**src/rtl/prio_irq_pkg.sv**
```systemverilog
package prio_irq_pkg;
   localparam int unsigned SRC_CNT = 5;

   typedef enum logic [2:0] {
      SRC_EXT0 = 3'd0,
      SRC_TMR0 = 3'd1,
      SRC_EXT1 = 3'd2,
      SRC_TMR1 = 3'd3,
      SRC_SER  = 3'd4
   } src_id_e;

   typedef enum logic {
      LVL_LOW  = 1'b0,
      LVL_HIGH = 1'b1
   } level_e;

   typedef enum logic {
      SEL_ENABLE = 1'b0,
      SEL_PRIO   = 1'b1
   } reg_sel_e;
endpackage

```
**src/rtl/irq_src_flag.sv**
```systemverilog
// Pending state of one source. KEEP=1 holds the event until it is
// acknowledged (a new event beats the clear); KEEP=0 just samples a level.
module irq_src_flag #(
   parameter bit KEEP = 1'b1
) (
   input  logic clk,
   input  logic rst_n,
   input  logic evt_i,
   input  logic clr_i,
   output logic pend_o
);
   always_ff @(posedge clk or negedge rst_n) begin
      if (!rst_n) pend_o <= 1'b0;
      else        pend_o <= evt_i | (KEEP & pend_o & ~clr_i);
   end
endmodule

```
**src/rtl/irq_pick.sv**
```systemverilog
// Two-level fixed-order selection among enabled candidates.
module irq_pick import prio_irq_pkg::*; #(
   parameter int unsigned N     = SRC_CNT,
   localparam int unsigned IDX_W = (N > 1) ? $clog2(N) : 1
) (
   input  logic [N-1:0]     cand_i,
   input  logic [N-1:0]     hi_i,
   output logic             valid_o,
   output logic [IDX_W-1:0] idx_o,
   output level_e           lvl_o
);
   logic [N-1:0] hi_set, lo_set, use_set;

   always_comb begin
      hi_set  = cand_i & hi_i;
      lo_set  = cand_i & ~hi_i;
      lvl_o   = (hi_set != '0) ? LVL_HIGH : LVL_LOW;
      use_set = (hi_set != '0) ? hi_set : lo_set;
      valid_o = (cand_i != '0);
      idx_o   = '0;
      for (int i = N - 1; i >= 0; i--) begin
         if (use_set[i]) idx_o = IDX_W'(i);
      end
   end
endmodule

```
**src/rtl/irq_nest.sv**
```systemverilog
// In-service flags for the two levels.
module irq_nest import prio_irq_pkg::*; (
   input  logic   clk,
   input  logic   rst_n,
   input  logic   take_i,
   input  level_e take_lvl_i,
   input  logic   reti_i,
   output logic   in_hi_o,
   output logic   in_lo_o
);
   logic ret_hi, ret_lo;

   always_comb begin
      ret_hi = reti_i & in_hi_o;
      ret_lo = reti_i & ~in_hi_o & in_lo_o;
   end

   always_ff @(posedge clk or negedge rst_n) begin
      if (!rst_n) begin
         in_hi_o <= 1'b0;
         in_lo_o <= 1'b0;
      end else begin
         in_hi_o <= (in_hi_o & ~ret_hi) | (take_i & (take_lvl_i == LVL_HIGH));
         in_lo_o <= (in_lo_o & ~ret_lo) | (take_i & (take_lvl_i == LVL_LOW));
      end
   end
endmodule

```
**src/rtl/prio_irq_ctrl.sv**
```systemverilog
module prio_irq_ctrl import prio_irq_pkg::*; #(
   parameter int unsigned ADDR_W        = 16,
   parameter int unsigned DATA_W        = 8,
   parameter int unsigned VEC_BASE      = 3,
   parameter int unsigned VEC_STRIDE    = 8,
   parameter int unsigned GLOBAL_EN_BIT = 7,
   parameter int unsigned RESET_VEC     = 0
) (
   input  logic               clk,
   input  logic               rst_n,
   input  logic               ext0_evt_i,
   input  logic               tmr0_ovf_i,
   input  logic               ext1_evt_i,
   input  logic               tmr1_ovf_i,
   input  logic               ser_rx_i,
   input  logic               ser_tx_i,
   input  logic               wr_en_i,
   input  logic               wr_sel_i,
   input  logic [DATA_W-1:0]  wr_data_i,
   input  logic               reti_i,
   output logic               irq_o,
   output logic [ADDR_W-1:0]  vec_o,
   output logic [SRC_CNT-1:0] ack_o
);
   localparam int unsigned IDX_W    = $clog2(SRC_CNT);
   localparam int unsigned LAST_VEC = VEC_BASE + VEC_STRIDE * (SRC_CNT - 1);

   if (GLOBAL_EN_BIT < SRC_CNT || GLOBAL_EN_BIT >= DATA_W) begin : g_bad_ea
      $error("global enable bit must sit above the source bits and inside the data word");
   end
   if (LAST_VEC >= (64'd1 << ADDR_W) || RESET_VEC >= (64'd1 << ADDR_W)) begin : g_bad_vec
      $error("entry addresses do not fit in ADDR_W bits");
   end

   // configuration registers
   logic               ea_q;
   logic [SRC_CNT-1:0] en_q;
   logic [SRC_CNT-1:0] pr_q;
   logic               unused_wr_bits;

   assign unused_wr_bits = ^wr_data_i;

   always_ff @(posedge clk or negedge rst_n) begin
      if (!rst_n) begin
         ea_q <= 1'b0;
         en_q <= '0;
         pr_q <= '0;
      end else if (wr_en_i) begin
         if (reg_sel_e'(wr_sel_i) == SEL_ENABLE) begin
            ea_q <= wr_data_i[GLOBAL_EN_BIT];
            en_q <= wr_data_i[SRC_CNT-1:0];
         end else begin
            pr_q <= wr_data_i[SRC_CNT-1:0];
         end
      end
   end

   // per-source pending state
   logic [SRC_CNT-1:0] evt, pend, clr;

   always_comb begin
      evt           = '0;
      evt[SRC_EXT0] = ext0_evt_i;
      evt[SRC_TMR0] = tmr0_ovf_i;
      evt[SRC_EXT1] = ext1_evt_i;
      evt[SRC_TMR1] = tmr1_ovf_i;
      evt[SRC_SER]  = ser_rx_i | ser_tx_i;
   end

   for (genvar g = 0; g < SRC_CNT; g++) begin : g_src
      if (g == int'(SRC_SER)) begin : g_level
         irq_src_flag #(.KEEP(1'b0)) u_flag (
            .clk(clk), .rst_n(rst_n), .evt_i(evt[g]), .clr_i(clr[g]), .pend_o(pend[g]));
      end else begin : g_latched
         irq_src_flag #(.KEEP(1'b1)) u_flag (
            .clk(clk), .rst_n(rst_n), .evt_i(evt[g]), .clr_i(clr[g]), .pend_o(pend[g]));
      end
   end

   // selection and nesting decision
   logic [SRC_CNT-1:0] cand;
   logic               win_valid;
   logic [IDX_W-1:0]   win_idx;
   level_e             win_lvl;
   logic               in_hi, in_lo;
   logic               take;

   assign cand = pend & en_q & {SRC_CNT{ea_q}};

   irq_pick #(.N(SRC_CNT)) u_pick (
      .cand_i(cand), .hi_i(pr_q),
      .valid_o(win_valid), .idx_o(win_idx), .lvl_o(win_lvl));

   always_comb begin
      take = win_valid & ~in_hi & ((win_lvl == LVL_HIGH) | ~in_lo);
      clr  = '0;
      if (take) clr[win_idx] = 1'b1;
   end

   irq_nest u_nest (
      .clk(clk), .rst_n(rst_n), .take_i(take), .take_lvl_i(win_lvl),
      .reti_i(reti_i), .in_hi_o(in_hi), .in_lo_o(in_lo));

   // grant outputs
   always_ff @(posedge clk or negedge rst_n) begin
      if (!rst_n) begin
         irq_o <= 1'b0;
         ack_o <= '0;
         vec_o <= ADDR_W'(RESET_VEC);
      end else begin
         irq_o <= take;
         ack_o <= clr;
         if (take) vec_o <= ADDR_W'(VEC_BASE + VEC_STRIDE * int'(win_idx));
      end
   end
endmodule

```
**config.mk**
```make
export PLATFORM = sky130hd
export DESIGN_NAME = prio_irq_ctrl
export DESIGN_NICKNAME = d
export VERILOG_FILES = /design/src/rtl/prio_irq_pkg.sv /design/src/rtl/irq_src_flag.sv /design/src/rtl/irq_pick.sv /design/src/rtl/irq_nest.sv /design/src/rtl/prio_irq_ctrl.sv
export SDC_FILE = /design/constraint.sdc
export NUM_CORES = 1
export LEC_CHECK = 0
export ABC_CLOCK_PERIOD_IN_PS = 3000
export BUFFER_PORTS_ARGS = -buffer_cell sky130_fd_sc_hd__buf_4
export CORE_ASPECT_RATIO = 1.25
export CORE_MARGIN = 5
export CORE_UTILIZATION = 25
export DETAILED_ROUTE_END_ITERATION = 6
export SYNTH_ARGS = -nofsm -noshare
export SYNTH_HDL_FRONTEND = slang
export SYNTH_SLANG_ARGS = --single-unit
export TNS_END_PERCENT = 30
```
**constraint.sdc**
```tcl
create_clock -name clk -period 3 [get_ports clk]
set_input_delay 0.15 -clock clk [delete_from_list [all_inputs] [get_ports clk]]
set_output_delay 0.15 -clock clk [all_outputs]
set_load 0.03 [all_outputs]
```
* Word-level counts from Yosys, hierarchy flattened *
Cells that the tools add are included.

storage, ports and cells
  output and inout port bits = 22
  memory bits (writable) = 0
  bits in read-only memories = 0
  register bits = 40
  memories kept = 0
  bits in latches = 0
  logic and storage cells = 67

cells by class
  div/mod/pow operators = 0
  reduce and logical (&&, ||, !) cells = 5
  eq/ne operators = 0
  shift-type cells = 0
  multipliers = 0
  add/sub/neg operators = 1
  bitwise gates (word level) = 36
  $lt $le $gt $ge = 2
  multiplexer cells = 10

operators with widths
  cell                                                 number
  AND 5 bit                                            4
  two-way mux 3 bit                                    5
  AND 1 bit                                            13
  two-way mux 5 bit                                    2
  inverter 1 bit                                       10
  nonzero test 5 bit                                   2
  OR 1 bit                                             8
  adder 2 x 6 -> 7 bit, first input constant           1
  inverter 5 bit                                       1
  < comparator 3 x 4 -> 1 bit, second input constant   1
  AND reduction 2 bit                                  2
  demux 1 bit (select 3 bit)                           1
  >= comparator 3 x 1 -> 1 bit, second input constant  1
  two-way mux 1 bit                                    2
  logical AND 1 bit                                    1

* Longest topological paths before layout *
Gate-level depths: netlist (run 1).

  depth after elaboration = 18
  depth in mapped cells = 7
  mapped depth without buffers = 6

* Modules after synthesis *
Synthesis (run 1) repeated with hierarchy kept, for this count alone.

unflattened totals
  cells, all modules = 107
  area, all modules = 1350.0 um^2

modules (own cells, without submodules)
  module                                         seq. area each (um^2)  area an instance (um^2)  instances  cells each
  prio_irq_ctrl                                  525.5                  955.9                    1          67
  irq_src_flag at g_src[0].g_latched.u_flag ...  25.0                   36.3                     4          3
  irq_pick                                       0.0                    142.6                    1          19
  irq_nest                                       50.0                   81.3                     1          8
  irq_src_flag at g_src[4].g_level.u_flag        25.0                   25.0                     1          1

* Least setup slack after synthesis (run 1) *
Ideal clock, no wire load.

  path kind = flip-flop to flip-flop
  from = register ea_q
  to = register g_src[1].g_latched.u_flag.pend_o
  buffers on the path = 1
  stages on the path, launching flop included = 7
  setup time = 0.118 ns
  data arrival time = 1.718 ns
  setup slack = 1.164 ns
  cell sequence = dfrtp_1 -> buf_6 -> nand4_2 -> a41oi_2 -> or2_1 -> or4b_1 -> a21o_1

on the way
  cells in the longest elaborated chain, start to end = 17
  elaborated cells on any way between the ends = 24
  classes of those cells = 2 x order compare; 10 x mux; 9 x bitwise; 3 x reduce/logical

RTL lines
  element                                                                                                   line                            text
  from (decl)                                                                                               prio_irq_ctrl.sv:36             logic ea_q;
  from (signal assigned)                                                                                    prio_irq_ctrl.sv:50             ea_q <= wr_data_i[GLOBAL_EN_BIT];
  AND 5 bit *                                                                                               prio_irq_ctrl.sv:88             assign cand = pend & en_q & {SRC_CNT{ea_q}};
  AND 5 bit                                                                                                 irq_pick.sv:15                  hi_set = cand_i & hi_i;
  nonzero test 5 bit                                                                                        irq_pick.sv:17, irq_pick.sv:18
  two-way mux 5 bit                                                                                         irq_pick.sv:18                  use_set = (hi_set != '0) ? hi_set : lo_set;
  two-way mux 3 bit (5 in a row)                                                                            irq_pick.sv:22                  if (use_set[i]) idx_o = IDX_W'(i);
  < comparator 3 x 4 -> 1 bit (not written as such) / >= comparator 3 x 1 -> 1 bit (equally long branches)  prio_irq_ctrl.sv:97             if (take) clr[win_idx] = 1'b1;
  logical AND 1 bit (not written as such)                                                                   prio_irq_ctrl.sv:97
  two-way mux 1 bit (not written as such)                                                                   prio_irq_ctrl.sv:97
  demux 1 bit (select 3 bit)                                                                                prio_irq_ctrl.sv:97
  two-way mux 5 bit *                                                                                       prio_irq_ctrl.sv:97
  inverter 1 bit *                                                                                          irq_src_flag.sv:14              else pend_o <= evt_i | (KEEP & pend_o & ~clr_i);
  AND 1 bit *                                                                                               irq_src_flag.sv:14
  OR 1 bit *                                                                                                irq_src_flag.sv:14
  to (signal assigned)                                                                                      irq_src_flag.sv:14
  to (decl)                                                                                                 irq_src_flag.sv:10              output logic pend_o

Mark *: on every way between the ends. The rest lies on a longest branch, timed or not.
A chain may end at the register's enable or synchronous reset.

* Final worst setup path (run 1) *
  from = register ea_q
  to = register g_src[2].g_latched.u_flag.pend_o

on the way
  cells in the longest elaborated chain, start to end = 17
  elaborated cells on any way between the ends = 24
  classes of those cells = 2 x order compare; 10 x mux; 9 x bitwise; 3 x reduce/logical

RTL lines
  element                                                                                                   line
  AND 5 bit *                                                                                               prio_irq_ctrl.sv:88
  AND 5 bit                                                                                                 irq_pick.sv:15
  nonzero test 5 bit                                                                                        irq_pick.sv:17, irq_pick.sv:18
  two-way mux 5 bit                                                                                         irq_pick.sv:18
  two-way mux 3 bit (5 in a row)                                                                            irq_pick.sv:22
  < comparator 3 x 4 -> 1 bit (not written as such) / >= comparator 3 x 1 -> 1 bit (equally long branches)  prio_irq_ctrl.sv:97
  logical AND 1 bit (not written as such)                                                                   prio_irq_ctrl.sv:97
  two-way mux 1 bit (not written as such)                                                                   prio_irq_ctrl.sv:97
  demux 1 bit (select 3 bit)                                                                                prio_irq_ctrl.sv:97
  two-way mux 5 bit *                                                                                       prio_irq_ctrl.sv:97
  inverter 1 bit *                                                                                          irq_src_flag.sv:14
  AND 1 bit *                                                                                               irq_src_flag.sv:14
  OR 1 bit *                                                                                                irq_src_flag.sv:14
  to (signal assigned)                                                                                      irq_src_flag.sv:14
  to (decl)                                                                                                 irq_src_flag.sv:10

Marked as above.

==> flow_metrics.tcl, run 1 <==
set metrics [dict create \
    clk_pin_slew_ns 0.09 \
    layout_commonest_cell "sky130_fd_sc_hd__dfrtp_1" \
    hpwlAfterDp_um 2256 \
    post_drt_via_cell_ratio 4.605 \
    detail-route-antenna-nets 0 \
    top_level_ports 41 \
    final_period_minus_worst_setup_slack_ns 2.306 \
    tritoncts "done" \
    grt_overflow 0 \
    numPlacedInstances 206 \
    timing.max_cap.violations 0 \
    gp_routability_congestion 0.8040 \
    timing.rr.end "g_src[2].g_latched.u_flag.pend_o" \
    grt_pass1_vias 986 \
    yosys-top-cells-area "sky130_fd_sc_hd__dfrtp_1 (50%), sky130_fd_sc_hd__mux2_2 (9.6%), sky130_fd_sc_hd__buf_4 (6.4%), sky130_fd_sc_hd__nand4_4 (3.0%), sky130_fd_sc_hd__a41oi_2 (2.3%)" \
    min-delay-path-class "input pin to register" \
    dieArea_um2 7263 \
    rsz_0062_raised_after_global_routing "no" \
    worst_skew_late_latency_ns 0.27 \
    power.total_uw 1175 \
    hold_viol 0 \
    wire_length_of_the_first_global_routing_pass_um 4774 \
    power-per-cell-area_nw_per_um2 700.0 \
    drv_slew 0 \
    layout_common_cells "sky130_fd_sc_hd__dfrtp_1 (28), sky130_fd_sc_hd__buf_4 (27), sky130_fd_sc_hd__mux2_2 (12)" \
    final_cell_count_no_fill 210 \
    cpPeakStageDelay_ns 0.65 \
    synthDominantCellAreaShare_pct 49.60 \
    clock.fmax_ghz 0.4336 \
    postSynthCellCount 119 \
    root_buffer "sky130_fd_sc_hd__clkbuf_8" \
    routedWlPerCell_um 13.45 \
    cpMaxStageDelayCell "sky130_fd_sc_hd__dfrtp_1" \
    first_pass_iters 4 \
    clock-sinks 28 \
    drt_iter0_drc 46 \
    syn_std_cell_area_um2 1413 \
    clock_tree.htree_level_count 1 \
    track_usage_pct 8.126 \
    critPathArrivalTime_ns 2.48 \
    critical_path.reg2reg.startpoint "ea_q" \
    post-route-period-util_pct 76.87 \
    finClkSkew_ns 0.006961 \
    worst-r2r-cell-count 5 \
    drc 0 \
    critical_path_required_ns 3.17 \
    post_synth_num_cell_types 35 \
    yosys_warnings 0 \
    cp-start-kind "register" \
    worst-slew-pin-transition_ns 0.5538 \
    num_antenna_cells 0 \
    setup.worst_path.end_class "register" \
    route.vias.total 967 \
    path_cells "nand4_1, a41oi_2, o22ai_2, or4b_1, a21o_1" \
    reg2reg_slack_ns 0.69 \
    hold_start "tmr0_ovf_i" \
    syn2layout_area_growth_pct 18.87 \
    die-width_um 77.24 \
    timing.setup.critical_path_class "register to register" \
    seq_area_frac_synth_pct 49.60 \
    ys_ff_latch 28 \
    timing.critical_path.fanout_max 12 \
    cts_post_setup_buffers_inserted 0 \
    run_status "finished, final reports clean" \
    fp.coreArea_um2 5480 \
    static-leakage-power_uw 0.0007612 \
    drt-total-wl_um 2825 \
    yosysTopAreaCell "sky130_fd_sc_hd__dfrtp_1" \
    floorplan.initialDensity_pct 25.78 \
    die-height_um 94.04 \
    clock_tree.buffer_depth 2 \
    fraction_of_layout_instances_using_a_drive_strength_above_1_pct 35.62 \
    ir_drop_mv 0.2046 \
    setup_viol 0 \
    std_cell_rows 30 \
    numPortBuffers 27 \
    slew-limit-headroom_pct 63.00 \
    critPathLaunch "ea_q" \
    fin_tns_setup_ns 0 \
    cts_buffer_count 3 \
    finalNetCount 167 \
    worstHoldPathCells 2 \
    whs_endpoint "g_src[1].g_latched.u_flag.pend_o" \
    post_synth.cell_area_avg_um2 11.87 \
    grt_max_degree 29 \
    grt_antenna_before_repair 0 \
]
[cell usage after synthesis, drive strengths merged]
cell type	count
a21bo	1
a21o	4
a21oi	4
a22o	1
a31oi	1
a41o	2
a41oi	5
and3	1
and4	1
buf	13
clkbuf	1
conb	1
dfrtp	28
inv	6
mux2	12
nand2	5
nand2b	2
nand3	5
nand4	7
nor2	4
nor2b	2
nor3	1
o21a	1
o21bai	2
o22ai	2
o31ai	1
or2	2
or4	1
or4b	3
[sequential cells by signal, indices dropped and copies added, names as in the netlist]
name and count:
ack_o 5, g_src.g_level.u_flag.pend_o 1, irq_o 1, ea_q 1, vec_o 4, g_src.g_latched.u_flag.pend_o 4, u_nest.in_lo_o 1, pr_q 5
u_nest.in_hi_o 1, en_q 5
[cells by family after synthesis]
logic type / after synthesis / synth area share (%)
simple gates: 34 / 16.83
flops: 28 / 49.60
compound gates: 24 / 14.70
buf+inv: 20 / 9.034
mux: 12 / 9.566
other cells: 1 / 0.2655
[report_power, final]
part	internal, µW	leakage (µW)	total (µW)	switching, µW
logic	184	0.000411	448	264
clock network	90.1	0.0000216	198	108
registers	459	0.000328	529	70.4
[layer usage]
| layer | part of all wire, % | GRT usage, % |
|---|---|---|
| met5 | 0 | 0 |
| met4 | 1.5 | 2.722 |
| met3 | 6.4 | 2.399 |
| met2 | 52 | 13.90 |
| met1 | 40 | 9.654 |
[worst max-delay path: cells and delay by family, from the launching register on]
family | cells | cell delay, ns
compound gates | 3 | 0.66
simple gates | 2 | 0.91
flops | 1 | 0.65
[repair_timing]
| action | 4_1_cts | 5_1_grt |
|---|---|---|
| hold buffers | 1 | 0 |
| gates resized for setup | 0 | 0 |
| endpoints found under the hold margin | 28 | 0 |
[metrics by stage]
stage | utilization [%] | instance area [µm²] | setup slack, ns | hold WS [ns]
detailed placement | 29.70 | 1628 | 0.7162 | 0.08977
finish | 30.64 | 1679 | 0.6939 | 0.04804
global route | 30.64 | 1679 | 0.4967 | 0.04691
CTS | 30.64 | 1679 | 0.6917 | 0.04786
floorplan | - | 1450 | 1.164 | -0.1456
global placement | 29.70 | 1628 | 0.7239 | 0.08811
[how the worst max path moves through the flow]
stage,endpoint,cells after the start
floorplan,g_src[1].g_latched.u_flag.pend_o,6
global placement,g_src[2].g_latched.u_flag.pend_o,5
detailed placement,g_src[2].g_latched.u_flag.pend_o,5
CTS,g_src[2].g_latched.u_flag.pend_o,5
global route,vec_o[4],6
finish,g_src[2].g_latched.u_flag.pend_o,5
[final cells by class]
class,instances,area (µm²)
well taps,64,80.08
flip-flops and latches,28,700.7
inverters,6,22.52
repair buffers,28,212.7
fillers,573,3801
multi-input cells,81,621.8
clock buffers,3,41.29
Note: power is estimated with default switching activity, not from simulation.
==> inputs of run 2 (changes only) <==
--- a/config.mk
+++ b/config.mk
@@ -5,7 +5,7 @@
 export SDC_FILE = /design/constraint.sdc
 export NUM_CORES = 1
 export LEC_CHECK = 0
-export ABC_CLOCK_PERIOD_IN_PS = 3000
+export ABC_CLOCK_PERIOD_IN_PS = 2200
 export BUFFER_PORTS_ARGS = -buffer_cell sky130_fd_sc_hd__buf_4
 export CORE_ASPECT_RATIO = 1.25
 export CORE_MARGIN = 5
==> constraint.sdc (replaced) <==
create_clock -name clk -period 2.2 [get_ports clk]
set_input_delay 0.11 -clock clk [delete_from_list [all_inputs] [get_ports clk]]
set_output_delay 0.11 -clock clk [all_outputs]
set_load 0.03 [all_outputs]
==> flow_metrics.tcl, run 2 (same netlist as run 1, synthesis figures left out) <==
set metrics [dict create \
    top_level_ports 41 \
    hold_viol 0 \
    critical_path_required_ns 2.38 \
    rsz_0062_raised_after_global_routing "no" \
    hpwlAfterDp_um 2253 \
    slew-limit-headroom_pct 64.90 \
    timing.critical_path.fanout_max 6 \
    whs_ns 0.007970 \
    setup.worst_path.end_class "register" \
    layout_top_registers "ack_o (5), en_q (5), pr_q (5)" \
    drv_slew 0 \
    post-route-period-util_pct 91.86 \
    grt_antenna_before_repair 0 \
    die-height_um 94.04 \
    fin_tns_setup_ns 0 \
    num_antenna_cells 0 \
    grt_max_degree 29 \
    drt-total-wl_um 2768 \
    track_usage_pct 7.896 \
    drt_iter0_drc 43 \
    wire_length_of_the_first_global_routing_pass_um 4664 \
    tritoncts "done" \
    floorplan.initialDensity_pct 25.78 \
    static-leakage-power_uw 0.0007874 \
    post_drt_via_cell_ratio 4.488 \
    routedWlPerCell_um 12.87 \
    cts_buffer_count 3 \
    grt_overflow 0 \
    dieArea_um2 7263 \
    reg2reg_slack_ns 0.18 \
    clock.fmax_ghz 0.4948 \
    final_worst_setup_slack_ns 0.1792 \
    power-per-cell-area_nw_per_um2 974.5 \
    timing.setup.critical_path_class "register to register" \
    ir_drop_mv 0.2749 \
    finClkSkew_ns 0.008601 \
    route.vias.total 965 \
    fraction_of_layout_instances_using_a_drive_strength_above_1_pct 37.75 \
    fp.coreArea_um2 5480 \
    timing.max_cap.violations 0 \
    detail-route-antenna-nets 0 \
    clk_pin_slew_ns 0.09 \
    min-delay-path-class "input pin to register" \
    layout_commonest_cell "sky130_fd_sc_hd__buf_4" \
    place_ws_ns 0.1949 \
    grt_pass1_vias 1016 \
    first_pass_iters 4 \
    final_period_minus_worst_setup_slack_ns 2.021 \
    finalInstanceArea_um2 1723 \
    worst-slew-pin-transition_ns 0.5254 \
    clock_tree.htree_level_count 1 \
    die-width_um 77.24 \
    worst_skew_late_latency_ns 0.27 \
    cp-start-kind "register" \
    setup_viol 0 \
    root_buffer "sky130_fd_sc_hd__clkbuf_8" \
    gp_routability_congestion 0.8514 \
    critPathArrivalTime_ns 2.20 \
    finalNetCount 171 \
    clock-sinks 28 \
    layout_common_cells "sky130_fd_sc_hd__buf_4 (31), sky130_fd_sc_hd__dfrtp_1 (28), sky130_fd_sc_hd__mux2_2 (12)" \
    ctsResizeCount 0 \
    post_dp_cell_area_um2 1658 \
    drc 0 \
    syn2layout_area_growth_pct 21.97 \
    clock_tree.buffer_depth 2 \
    std_cell_rows 30 \
    numPortBuffers 27 \
    run_status "finished, final reports clean" \
]
[run 2: cell types whose count changed in the layout (fill, tap and decap cells not counted), sizes merged]
| cell | before | now |
|---|---|---|
| clkbuf | 3 | 4 |
| buf | 27 | 31 |
[run 2: timing repair]
| item | in CTS | in global routing |
|---|---|---|
| endpoints found under the hold margin | 28 | 0 |
| hold buffers | 1 | 0 |
| setup buffers | 0 | 0 |
[run 2: critical path, stage by stage (launching register included)]
cell	delay (ns)
sky130_fd_sc_hd__dfrtp_1	0.42
sky130_fd_sc_hd__buf_4	0.18
sky130_fd_sc_hd__nand4_2	0.20
sky130_fd_sc_hd__a41oi_2	0.23
sky130_fd_sc_hd__o22ai_2	0.16
sky130_fd_sc_hd__or4b_1	0.54
sky130_fd_sc_hd__a21o_1	0.19
[run 2: through the flow]
stage / util [%] / instances / power (µW)
after global placement: 30.25 / 210 / 1372
after CTS: 31.44 / 215 / 1704
after global routing: 31.44 / 215 / 1797
after detailed placement: 30.25 / 210 / 1382
final: 31.44 / 215 / 1679
after floorplan: - / 129 / 1165
[run 2: where the power goes]
group / internal (µW) / switching (µW) / total [µW]
combinational: 282 / 373 / 655
sequential: 625 / 85.5 / 711
clock: 160 / 153 / 313
total: 1070 / 612 / 1680
[run 2: final timing paths]
path,from,end,depth (start not counted)
setup / recovery,ea_q,g_src[2].g_latched.u_flag.pend_o,6
hold / removal,ext1_evt_i,g_src[2].g_latched.u_flag.pend_o,2
setup reg to reg,ea_q,g_src[2].g_latched.u_flag.pend_o,6
hold reg to reg,vec_o[1],vec_o[1],1
max in group asynchronous,rst_n,vec_o[3],2
min in group asynchronous,rst_n,ack_o[2],2
[run 2: per-layer routing]
| metal | vias to the layer above | share of wire, % | global-route usage [%] |
|---|---|---|---|
| met5 | - | 0 | 0 |
| met2 | 28 | 52 | 13.97 |
| met4 | 0 | 1.3 | 3.009 |
| li1 | 479 | - | - |
| met3 | 5 | 6.3 | 2.399 |
| met1 | 453 | 40 | 8.794 |
[run 2: final cells by class]
cell class / instances / area, µm²
clock buffers: 4 / 55.05
flip-flops and latches: 28 / 700.7
inverters: 6 / 22.52
repair buffers: 32 / 242.7
well taps: 64 / 80.08
fillers: 582 / 3757
multi-input cells: 81 / 621.8
